==> src/rtl/sdac_pkg.sv <==
package sdac_pkg;
  // bit positions of the host wires in the synchronized vector
  localparam int SIG_SCLK  = 0;
  localparam int SIG_CSN   = 1;
  localparam int SIG_SDI   = 2;
  localparam int SIG_COUNT = 3;
  // synchronizer reset levels: select idles high, the rest low
  localparam logic [SIG_COUNT-1:0] SIG_IDLE = SIG_COUNT'(1) << SIG_CSN;
endpackage

==> src/rtl/sdac_sync.sv <==
module sdac_sync #(
  parameter int WIDTH = 3,
  parameter int STAGES = 2,
  parameter logic [WIDTH-1:0] RST_VAL = '0
) (
  input  logic             clk,
  input  logic             rst,
  input  logic [WIDTH-1:0] d,
  output logic [WIDTH-1:0] q
);
  logic [WIDTH-1:0] stg [STAGES];

  generate
    for (genvar s = 0; s < STAGES; s++) begin : g_stage
      if (s == 0) begin : g_first
        always_ff @(posedge clk) begin
          if (rst) stg[s] <= RST_VAL;
          else     stg[s] <= d;
        end
      end else begin : g_next
        always_ff @(posedge clk) begin
          if (rst) stg[s] <= RST_VAL;
          else     stg[s] <= stg[s-1];
        end
      end
    end
  endgenerate

  assign q = stg[STAGES-1];
endmodule

==> src/rtl/sdac_edge.sv <==
module sdac_edge #(
  parameter int WIDTH = 2,
  parameter logic [WIDTH-1:0] RST_VAL = '0
) (
  input  logic             clk,
  input  logic             rst,
  input  logic [WIDTH-1:0] level,
  output logic [WIDTH-1:0] rise,
  output logic [WIDTH-1:0] fall
);
  logic [WIDTH-1:0] prev_q;

  always_ff @(posedge clk) begin
    if (rst) prev_q <= RST_VAL;
    else     prev_q <= level;
  end

  assign rise = level & ~prev_q;
  assign fall = ~level & prev_q;
endmodule

==> src/rtl/sdac_shifter.sv <==
module sdac_shifter #(
  parameter int FRAME_W = 16
) (
  input  logic               clk,
  input  logic               rst,
  input  logic               shift_en,
  input  logic               din,
  input  logic               present,
  output logic [FRAME_W-1:0] shreg,
  output logic               sdo
);
  always_ff @(posedge clk) begin
    if (rst)           shreg <= '0;
    else if (shift_en) shreg <= {shreg[FRAME_W-2:0], din};
  end

  // chain output moves only on the falling serial edge
  always_ff @(posedge clk) begin
    if (rst)          sdo <= 1'b0;
    else if (present) sdo <= shreg[FRAME_W-1];
  end
endmodule

==> src/rtl/sdac_input_reg.sv <==
module sdac_input_reg #(
  parameter int FRAME_W = 16,
  parameter int CODE_W = 12,
  parameter int SYNC_STAGES = 2
) (
  input  logic              clk,
  input  logic              rst,
  input  logic              sclk_i,
  input  logic              csn_i,
  input  logic              sdi_i,
  output logic [CODE_W-1:0] dac_code_o,
  output logic              update_o,
  output logic              sdo_o
);
  import sdac_pkg::*;

  localparam int EDGE_W = 2;
  localparam logic [EDGE_W-1:0] EDGE_IDLE = SIG_IDLE[EDGE_W-1:0];

  logic [SIG_COUNT-1:0] raw_v, sync_v;
  logic [EDGE_W-1:0]    rise_v, fall_v;
  logic                 cs_idle, cs_rise, sclk_rise, sclk_fall, shift_en;
  logic                 edge_unused;
  logic [FRAME_W-1:0]   shreg_q;

  always_comb begin
    raw_v           = '0;
    raw_v[SIG_SCLK] = sclk_i;
    raw_v[SIG_CSN]  = csn_i;
    raw_v[SIG_SDI]  = sdi_i;
  end

  sdac_sync #(
    .WIDTH(SIG_COUNT), .STAGES(SYNC_STAGES), .RST_VAL(SIG_IDLE)
  ) u_sync (
    .clk(clk), .rst(rst), .d(raw_v), .q(sync_v)
  );

  sdac_edge #(
    .WIDTH(EDGE_W), .RST_VAL(EDGE_IDLE)
  ) u_edge (
    .clk(clk), .rst(rst), .level(sync_v[EDGE_W-1:0]),
    .rise(rise_v), .fall(fall_v)
  );

  assign cs_idle     = sync_v[SIG_CSN];
  assign cs_rise     = rise_v[SIG_CSN];
  assign sclk_rise   = rise_v[SIG_SCLK];
  assign sclk_fall   = fall_v[SIG_SCLK];
  assign edge_unused = fall_v[SIG_CSN];
  assign shift_en    = sclk_rise & ~cs_idle;

  sdac_shifter #(
    .FRAME_W(FRAME_W)
  ) u_shift (
    .clk(clk), .rst(rst), .shift_en(shift_en), .din(sync_v[SIG_SDI]),
    .present(sclk_fall), .shreg(shreg_q), .sdo(sdo_o)
  );

  always_ff @(posedge clk) begin
    if (rst) begin
      dac_code_o <= '0;
      update_o   <= 1'b0;
    end else begin
      update_o <= cs_rise;
      if (cs_rise) dac_code_o <= shreg_q[CODE_W-1:0];
    end
  end
endmodule

==> config.mk <==
export PLATFORM = sky130hd
export DESIGN_NAME = sdac_input_reg
export DESIGN_NICKNAME = d
export VERILOG_FILES = /design/src/rtl/sdac_pkg.sv /design/src/rtl/sdac_sync.sv /design/src/rtl/sdac_edge.sv /design/src/rtl/sdac_shifter.sv /design/src/rtl/sdac_input_reg.sv
export SDC_FILE = /design/constraint.sdc
export NUM_CORES = 1
export LEC_CHECK = 0
export BUFFER_PORTS_ARGS = -buffer_cell sky130_fd_sc_hd__buf_4
export CAP_MARGIN = 0
export CORE_UTILIZATION = 40
export CTS_CLUSTER_SIZE = 20
export DETAILED_ROUTE_END_ITERATION = 8
export PLACE_DENSITY = 0.58
export SLEW_MARGIN = 40
export SYNTH_ARGS = -nofsm -noshare
export SYNTH_HDL_FRONTEND = slang
export SYNTH_SLANG_ARGS = --single-unit
==> constraint.sdc <==
create_clock -name clk -period 1.7 [get_ports clk]
set_input_delay 0.34 -clock clk [delete_from_list [all_inputs] [get_ports clk]]
set_output_delay 0.34 -clock clk [all_outputs]
set_load 0.01 [all_outputs]
==> flow_summary.yaml, run 1 <==
clocking:
  post_cts_hold_buffer_count: 0
  clock_path_buffers: 2
  clock_sink_count: 38
  postCtsSetupRepairBufs: 0
  cts_root_buf: "sky130_fd_sc_hd__clkbuf_4"
  cts_made_buffers: 5
  cts-htree-levels: 2
  insertion_delay_of_the_later_clocked_pin_in_the_worst_skew_pair_ps: 340
  cts.repair.resized: 0
  cts_tree: "yes"
  clk_pin_slew_worst_paths_ps: 100
yosys:
  async_reset_ff_share_pct: 0
  synth_top_area_share_pct: 59.1
  ys.flop_type: "sky130_fd_sc_hd__dfxtp_1"
  synth-seq-area-share_pct: 59.1
  yosysUniqueCellTypes: 15
  synth_top_area_cell: "sky130_fd_sc_hd__dfxtp_1"
  synth_nets: 152
  ys_top_cells_by_area: "sky130_fd_sc_hd__dfxtp_1 (59%), sky130_fd_sc_hd__nand2_1 (15%), sky130_fd_sc_hd__a21oi_1 (11%), sky130_fd_sc_hd__nor2b_1 (2.9%), sky130_fd_sc_hd__buf_6 (2.6%)"
  postSynthCellCount: 147
  synth_enable_flop_cells: 0
  post_synth.cell_area_avg_um2: 8.75
  synthMostInstantiatedCell: "sky130_fd_sc_hd__nand2_1"
  synthTopCellsByCount: "sky130_fd_sc_hd__nand2_1 (53), sky130_fd_sc_hd__dfxtp_1 (38), sky130_fd_sc_hd__a21oi_1 (28)"
  yosys_warn_count: 0
  synth-seq-cells: 38
  post_synthesis_instance_area_um2: 1290
job:
  max_cap_viols: 0
worst_setup_path:
  critPathLaunchType: "flip-flop"
  critical_path.reg2reg.endpoint: "u_shift.shreg[11]"
  cpLargestDelayFamily: "simple AND/OR/NAND/NOR gates"
  crit_fanout: 16
  critical_path_depth: 3
  critPathBufInv: 0
  worstPathRequired_ps: 1920
  timing.setup.critical_path_class: "reg2reg"
  worstSetupEndpointType: "flip-flop"
  crit_arrival_ps: 1580
  cp_slowest_cell: "sky130_fd_sc_hd__or3b_1"
  r2r_startpoint: "u_sync.stg[1][1]"
  rrSetupSlack_ps: 340
  worst-r2r-cell-count: 3
  slowest_delay_ps: 650
  critical_path.cell_chain: "or3b_1, nand2_1, a21oi_1"
timing:
  timing.setup.tns_ps: 0
  finalCritPeriodShare_pct: 80.0
  tightestPinTransition_ps: 596
  hold_slack_ps: 177
  timing.final.setup_violations: 0
  rsz_0062_raised_after_global_routing: "no"
  final_critical_path_setup_slack_ps: 339
  slew-limit-headroom_pct: 60.3
  max_slew_violation_count: 0
  period_minus_slack_ps: 1360
  fmaxAchievable_mhz: 735
  worst_clock_skew_ps: 4.10
  hold_violations: 0
floorplan:
  initial_core_util_pct: 42.1
  die_width_um: 58.7
  die_height_um: 58.7
  die_ar_um2: 3450
  floorplan.rows: 20
  core_area_um2: 3050
  boundaryPins: 19
placement:
  place.gp.congestion: 0.670
  dpl_worst_slack_ps: 359
  dp_hpwl_mm: 1.35
  numPortBuffers: 18
finish:
  antenna_cells: 0
  share_of_post_route_cells_with_drive_strength_above_1_pct: 20.5
  multi_input_comb_area_um2: 467
  filler_cell_count: 315
  finish.net_count: 170
  seq_area_um2: 761
  syn_to_final_growth_pct: 16.1
worst_hold_path:
  hold_start: "csn_i"
  holdPathEnd: "u_sync.stg[0][1]"
  hold_path_class: "in2reg"
  timing.hold.worst_path_depth: 2
global_route:
  first_global_vias: 846
  grt_start_max_net_pins: 39
  number_of_antenna_violations_at_the_first_check_in_global_routing: 0
  final_global_route_overflow_total: 0
  overall_track_demand_over_capacity_in_global_routing_pct: 15.2
  first_pass_grt_wire_length_mm: 3.75
routing:
  detail_route.drc_violations: 0
  num_vias: 950
  drt-total-wl_mm: 2.22
  drt_first_pass_iters: 4
  detailed_route_iter0_violations: 32
  number_of_nets_still_failing_antenna_checks_after_routing: 0
  routed_wire_length_per_instance_um: 10.6
  via_per_inst: 4.52
pwr:
  cellLeakagePower_nw: 0.540
  fin_total_pwr_mw: 1.41
  peakVddDrop_v: 0.000486
  powerDensity_nw_per_um2: 946
outcome:
  outcome: "finished clean"
-- sequential cells by signal, indices dropped and copies added, names as in the netlist --
| register | cells |
|---|---|
| u_shift.shreg | 16 |
| dac_code_o | 12 |
| u_sync.stg | 6 |
| u_edge.prev_q | 2 |
| u_shift.sdo | 1 |
| update_o | 1 |
-- routing by layer --
layer  share of wire, %  up-vias  track usage [%]
met5                  0        -                0
met4                4.1        0             12.6
met3                4.2       10             6.59
met2                 46       25             21.0
met1                 45      413             18.1
li1                   -      502                -
-- cell usage in the layout, fill, tap and decap left out --
| cell | instances |
|---|---|
| sky130_fd_sc_hd__nand2b_1 | 1 |
| sky130_fd_sc_hd__nor2_1 | 2 |
| sky130_fd_sc_hd__clkinv_2 | 1 |
| sky130_fd_sc_hd__buf_4 | 20 |
| sky130_fd_sc_hd__nor3b_2 | 1 |
| sky130_fd_sc_hd__clkbuf_4 | 5 |
| sky130_fd_sc_hd__or2b_1 | 1 |
| sky130_fd_sc_hd__mux2i_1 | 1 |
| sky130_fd_sc_hd__nand2_1 | 53 |
| sky130_fd_sc_hd__clkbuf_8 | 1 |
| sky130_fd_sc_hd__nand2_2 | 3 |
| sky130_fd_sc_hd__or3b_1 | 1 |
| sky130_fd_sc_hd__nor2b_1 | 6 |
| sky130_fd_sc_hd__or2_2 | 3 |
| sky130_fd_sc_hd__clkbuf_1 | 1 |
| sky130_fd_sc_hd__a21oi_1 | 28 |
| sky130_fd_sc_hd__dfxtp_1 | 38 |
-- worst reg2reg max path: stages, from the launching register on --
cell	delay, ps
sky130_fd_sc_hd__dfxtp_1	350
sky130_fd_sc_hd__or3b_1	650
sky130_fd_sc_hd__nand2_1	160
sky130_fd_sc_hd__a21oi_1	80
-- where the power goes --
group	total (mW)	internal, mW	switching [mW]	leakage [nW]
combinational	0.0361	0.0139	0.0222	0.198
sequential	0.902	0.898	0.00359	0.308
clock	0.474	0.200	0.274	0.0353
total	1.41	1.11	0.299	0.540
-- cell type report --
cell class / instances / area share [%]
clock inverter: 1 / 0.335
sequential: 38 / 51.0
multi-input combinational: 100 / 31.3
tap: 44 / 3.69
clock buffer: 7 / 3.69
timing repair buffer: 20 / 10.1
-- worst max-delay path by stage --
stage	slack (ps)	to	startpoint
CTS	350	u_shift.shreg[1]	u_sync.stg[1][1]
global placement	400	u_shift.shreg[1]	u_sync.stg[1][1]
global route	240	u_shift.shreg[12]	u_sync.stg[1][1]
detailed placement	360	u_shift.shreg[13]	u_sync.stg[1][1]
floorplan	510	u_shift.shreg[0]	u_sync.stg[1][1]
finish	340	u_shift.shreg[11]	u_sync.stg[1][1]
-- through the flow --
step	cells	cell area (um^2)	util (%)
floorplan	147	1290	-
global placement	202	1430	46.9
detailed placement	202	1430	46.9
CTS	210	1490	48.9
global route	210	1490	48.9
finish	210	1490	48.9
-- cells by family after synthesis --
kind of cell	Yosys count	share of synthesized area, %
compound gates	28	10.9
mux	1	0.778
buf+inv	9	4.57
flops	38	59.1
simple gates	71	24.6
(Power assumes the default switching activity.)
==> run 2: changes to the inputs <==
clock period = 1.4 ns   (was 1.7 ns; I/O delays follow)
==> flow_summary.yaml, run 2 (synthesis gave the netlist of run 1 again) <==
clocking:
  clk_pin_slew_worst_paths_ps: 90
  cts-htree-levels: 2
  clock_path_buffers: 2
  post_cts_hold_buffer_count: 0
  insertion_delay_of_the_later_clocked_pin_in_the_worst_skew_pair_ps: 330
  cts_root_buf: "sky130_fd_sc_hd__clkbuf_4"
  cts_tree: "yes"
  clock_sink_count: 38
  cts_made_buffers: 5
  cts.repair.resized: 0
  postCtsSetupRepairBufs: 0
outcome:
  outcome: "finished clean"
timing:
  hold_slack_ps: 129
  period_minus_slack_ps: 1190
  slew-limit-headroom_pct: 69.9
  timing.setup.tns_ps: 0
  rsz_0062_raised_after_global_routing: "no"
  worst_clock_skew_ps: 6.43
  fmaxAchievable_mhz: 843
  max_slew_violation_count: 0
  timing.final.setup_violations: 0
  hold_violations: 0
  finalCritPeriodShare_pct: 84.7
  tightestPinTransition_ps: 451
worst_setup_path:
  critPathBufInv: 1
  setup.worst_path.start: "u_sync.stg[1][1]"
  critical_path_depth: 4
  crit_end: "u_shift.shreg[0]"
  crit_fanout: 16
  cpLargestDelayFamily: "simple AND/OR/NAND/NOR gates"
  crit_arrival_ps: 1390
  slowest_delay_ps: 380
  r2r_startpoint: "u_sync.stg[1][1]"
  worstSetupEndpointType: "flip-flop"
  worst-r2r-cell-count: 4
  worstPathRequired_ps: 1610
  critical_path.cell_chain: "or3b_1, buf_4, nand2_1, a21oi_1"
  timing.setup.critical_path_class: "reg2reg"
  critical_path.reg2reg.endpoint: "u_shift.shreg[0]"
  rrSetupSlack_ps: 210
  critPathLaunchType: "flip-flop"
  cp_slowest_cell: "sky130_fd_sc_hd__or3b_1"
global_route:
  grt_start_max_net_pins: 39
  first_global_vias: 819
  final_global_route_overflow_total: 0
  overall_track_demand_over_capacity_in_global_routing_pct: 14.7
  first_pass_grt_wire_length_mm: 3.61
  number_of_antenna_violations_at_the_first_check_in_global_routing: 0
finish:
  antenna_cells: 0
  biggestRegsByFlops: "u_shift.shreg (16), dac_code_o (12), u_sync.stg (6)"
  most-common-layout-cells: "sky130_fd_sc_hd__nand2_1 (53), sky130_fd_sc_hd__dfxtp_1 (38), sky130_fd_sc_hd__a21oi_1 (28), sky130_fd_sc_hd__buf_4 (21), sky130_fd_sc_hd__nor2b_1 (6)"
  syn_to_final_growth_pct: 15.5
  largest_register: "u_shift.shreg"
  mostFrequentLayoutCell: "sky130_fd_sc_hd__nand2_1"
  share_of_post_route_cells_with_drive_strength_above_1_pct: 19.9
  largest_register_ffs: 16
  finish.net_count: 171
floorplan:
  core_area_um2: 3050
  die_height_um: 58.7
  die_ar_um2: 3450
  die_width_um: 58.7
  floorplan.rows: 20
  boundaryPins: 19
  initial_core_util_pct: 42.1
worst_hold_path:
  hold_start: "csn_i"
  hold_path_class: "in2reg"
  timing.hold.worst_path_depth: 2
placement:
  place.gp.congestion: 0.678
  dp_hpwl_mm: 1.31
  numPortBuffers: 18
job:
  max_cap_viols: 0
pwr:
  cellLeakagePower_nw: 0.535
  peakVddDrop_v: 0.000548
  powerDensity_nw_per_um2: 1100
routing:
  drt_first_pass_iters: 5
  detailed_route_iter0_violations: 49
  num_vias: 957
  detail_route.drc_violations: 0
  routed_wire_length_per_instance_um: 10.2
  number_of_nets_still_failing_antenna_checks_after_routing: 0
  drt-total-wl_mm: 2.13
  via_per_inst: 4.56
## run 2: changes by cell type in the layout (fill, tap and decap cells not counted), sizes merged
| cell | change |
|---|---|
| buf | +1 |
| clkinv | -1 |
## run 2: stage by stage
stage               cell area (um^2)  power [mW]  cells  worst slack [ps]  util [%]
floorplan                       1290        1.15    147               209         -
global placement                1440        1.16    203               251      47.2
detailed placement              1440        1.16    203               216      47.2
CTS                             1490        1.67    210               205      48.6
global route                    1490        1.73    210               132      48.6
finish                          1490        1.64    210               214      48.6
## run 2: routing by layer
layer,track usage [%],share of wire (%)
met4,10.2,1.4
met5,0,0
met1,16.3,45
met3,7.25,4.1
met2,22.0,49
## run 2: layout make-up
type | instances | area (um^2)
clock buffer | 7 | 45.0
multi-input combinational | 100 | 467
sequential | 38 | 761
tap | 44 | 55.1
fill | 302 | 1570
timing repair buffer | 21 | 158
## run 2: worst min-delay path by stage
stage / endpoint / slack, ps
floorplan: u_sync.stg[0][1] / 380
global placement: u_sync.stg[1][1] / 400
detailed placement: u_sync.stg[1][1] / 400
CTS: u_sync.stg[0][1] / 110
global route: u_sync.stg[0][1] / 100
finish: u_sync.stg[0][1] / 130
## run 2: where the power goes
| group | internal [mW] | switching, mW |
|---|---|---|
| logic | 0.0173 | 0.0265 |
| clock network | 0.189 | 0.311 |
| registers | 1.09 | 0.00423 |
| total | 1.30 | 0.342 |
==> run 3: changes to the inputs <==
ABC_AREA = 1   (was default)
clock period = 1.2 ns   (was 1.4 ns; I/O delays follow)
==> flow_summary.yaml, run 3 <==
yosys:
  async_reset_ff_share_pct: 0
  synth_top_area_cell: "sky130_fd_sc_hd__dfxtp_1"
  synth_top_area_share_pct: 54.1
  synth-seq-cells: 38
  synth-seq-area-share_pct: 54.1
  post_synth.cell_area_avg_um2: 7.51
  synthTopCellsByCount: "sky130_fd_sc_hd__nor2_1 (60), sky130_fd_sc_hd__dfxtp_1 (38), sky130_fd_sc_hd__nand2_1 (34)"
  ys_top_cells_by_area: "sky130_fd_sc_hd__dfxtp_1 (54%), sky130_fd_sc_hd__nor2_1 (16%), sky130_fd_sc_hd__nand2_1 (9.1%), sky130_fd_sc_hd__inv_1 (6.7%), sky130_fd_sc_hd__o21ai_0 (4.6%)"
  yosys_warn_count: 0
  synth_nets: 192
  yosysUniqueCellTypes: 14
  postSynthCellCount: 187
  synthMostInstantiatedCell: "sky130_fd_sc_hd__nor2_1"
  ys.flop_type: "sky130_fd_sc_hd__dfxtp_1"
  post_synthesis_instance_area_um2: 1410
  synth_enable_flop_cells: 0
finish:
  syn_to_final_growth_pct: 15.4
  most-common-layout-cells: "sky130_fd_sc_hd__nor2_1 (60), sky130_fd_sc_hd__dfxtp_1 (38), sky130_fd_sc_hd__nand2_1 (34), sky130_fd_sc_hd__inv_1 (25), sky130_fd_sc_hd__buf_4 (19)"
  share_of_post_route_cells_with_drive_strength_above_1_pct: 16.4
  filler_cell_count: 365
  finish.net_count: 211
  share_of_the_core_filled_with_cells_in_the_final_layout_pct: 48.2
  multi_input_comb_area_um2: 463
  largest_register: "u_shift.shreg"
  antenna_cells: 0
  seq_area_um2: 761
  mostFrequentLayoutCell: "sky130_fd_sc_hd__nor2_1"
  largest_register_ffs: 16
  biggestRegsByFlops: "u_shift.shreg (16), dac_code_o (12), u_sync.stg (6)"
  final_cell_count_no_fill: 253
routing:
  routed_wire_length_per_instance_um: 8.70
  drt-total-wl_mm: 2.20
  detailed_route_iter0_violations: 14
  num_vias: 1046
  number_of_nets_still_failing_antenna_checks_after_routing: 0
  detail_route.drc_violations: 0
  via_per_inst: 4.13
  drt_first_pass_iters: 4
worst_setup_path:
  timing.setup.critical_path_class: "reg2out"
  worstPathRequired_ps: 960
  cpLargestDelayFamily: "flip-flops"
  cp_slowest_cell: "sky130_fd_sc_hd__dfxtp_1"
  critPathLaunchType: "flip-flop"
  crit_fanout: 2
  r2r_startpoint: "u_sync.stg[1][1]"
  critical_path.cell_chain: "buf_4"
  worst-r2r-cell-count: 4
  rrSetupSlack_ps: 210
  crit_arrival_ps: 810
  slowest_delay_ps: 360
  critPathBufInv: 1
  critical_path.reg2reg.endpoint: "dac_code_o[3]"
  worstSetupEndpointType: "primary output"
floorplan:
  floorplan.rows: 21
  boundaryPins: 19
  die_ar_um2: 3750
  die_width_um: 61.3
  initial_core_util_pct: 41.8
  die_height_um: 61.3
  core_area_um2: 3360
timing:
  period_minus_slack_ps: 1050
  timing.setup.tns_ps: 0
  fmaxAchievable_mhz: 956
  finalCritPeriodShare_pct: 87.2
  tightestPinTransition_ps: 336
  hold_violations: 0
  max_slew_violation_count: 0
  rsz_0062_raised_after_global_routing: "no"
  hold_slack_ps: 99.2
  worst_clock_skew_ps: 5.35
  slew-limit-headroom_pct: 77.6
  timing.final.setup_violations: 0
clocking:
  cts.repair.resized: 0
  cts_tree: "yes"
  cts_root_buf: "sky130_fd_sc_hd__clkbuf_4"
  cts-htree-levels: 2
  clock_sink_count: 38
  clock_path_buffers: 2
  insertion_delay_of_the_later_clocked_pin_in_the_worst_skew_pair_ps: 320
  clk_pin_slew_worst_paths_ps: 110
  cts_made_buffers: 5
  postCtsSetupRepairBufs: 0
  post_cts_hold_buffer_count: 0
global_route:
  first_pass_grt_wire_length_mm: 3.62
  number_of_antenna_violations_at_the_first_check_in_global_routing: 0
  overall_track_demand_over_capacity_in_global_routing_pct: 13.5
  grt_start_max_net_pins: 33
  final_global_route_overflow_total: 0
  first_global_vias: 873
worst_hold_path:
  hold_start: "csn_i"
  hold_path_class: "in2reg"
  timing.hold.worst_path_depth: 2
  holdPathEnd: "u_sync.stg[0][1]"
placement:
  post-place-cells: 245
  numPortBuffers: 18
  place.gp.congestion: 0.689
  dp_hpwl_mm: 1.49
pwr:
  cellLeakagePower_nw: 0.844
  peakVddDrop_v: 0.000662
  powerDensity_nw_per_um2: 1290
  fin_total_pwr_mw: 2.10
job:
  max_cap_viols: 0
outcome:
  outcome: "finished clean"
run 3: final cells by class:
class	count	share of cell area, %
sequential	38	46.9
multi-input combinational	114	28.5
timing repair buffer	21	11.3
inverter	26	6.02
tap	46	3.55
clock buffer	7	3.40
clock inverter	1	0.309
run 3: how the worst max path moves through the flow:
stage / startpoint / cells after the start / end
2_1_floorplan: u_edge.prev_q[0] / 5 / u_shift.shreg[1]
3_3_place_gp: u_sync.stg[1][1] / 5 / u_shift.shreg[2]
3_5_place_dp: u_sync.stg[1][1] / 4 / dac_code_o[3]
4_1_cts: dac_code_o[3] / 1 / dac_code_o[3]
5_1_grt: u_sync.stg[1][1] / 4 / dac_code_o[1]
6_report: dac_code_o[3] / 1 / dac_code_o[3]
run 3: metal layers:
layer	vias to the layer above	global-route usage, %	share of wire, %
met5	-	0	0
met2	22	21.9	45
met3	2	3.99	4.5
met4	0	6.82	0.86
met1	438	16.2	50
li1	584	-	-
run 3: cell families after synthesis:
family                 share of synthesized area (%)
AND/OR/NAND/NOR                                 28.0
flip-flops                                      54.1
buffers and inverters                           12.9
AO/OA/AOI/OAI                                   4.99
run 3: power breakdown:
| group | switching [mW] | internal (mW) | leakage [nW] |
|---|---|---|---|
| Combinational | 0.0669 | 0.0579 | 0.500 |
| Sequential | 0.0153 | 1.29 | 0.309 |
| Clock | 0.383 | 0.284 | 0.0353 |
run 3: metrics by stage:
stage                     worst slack [ps]  instance area [um^2]
after floorplan                        287                  1410
after global placement                 256                  1560
after detailed placement               192                  1560
after CTS                              140                  1620
after global routing                  34.8                  1620
final                                  154                  1620
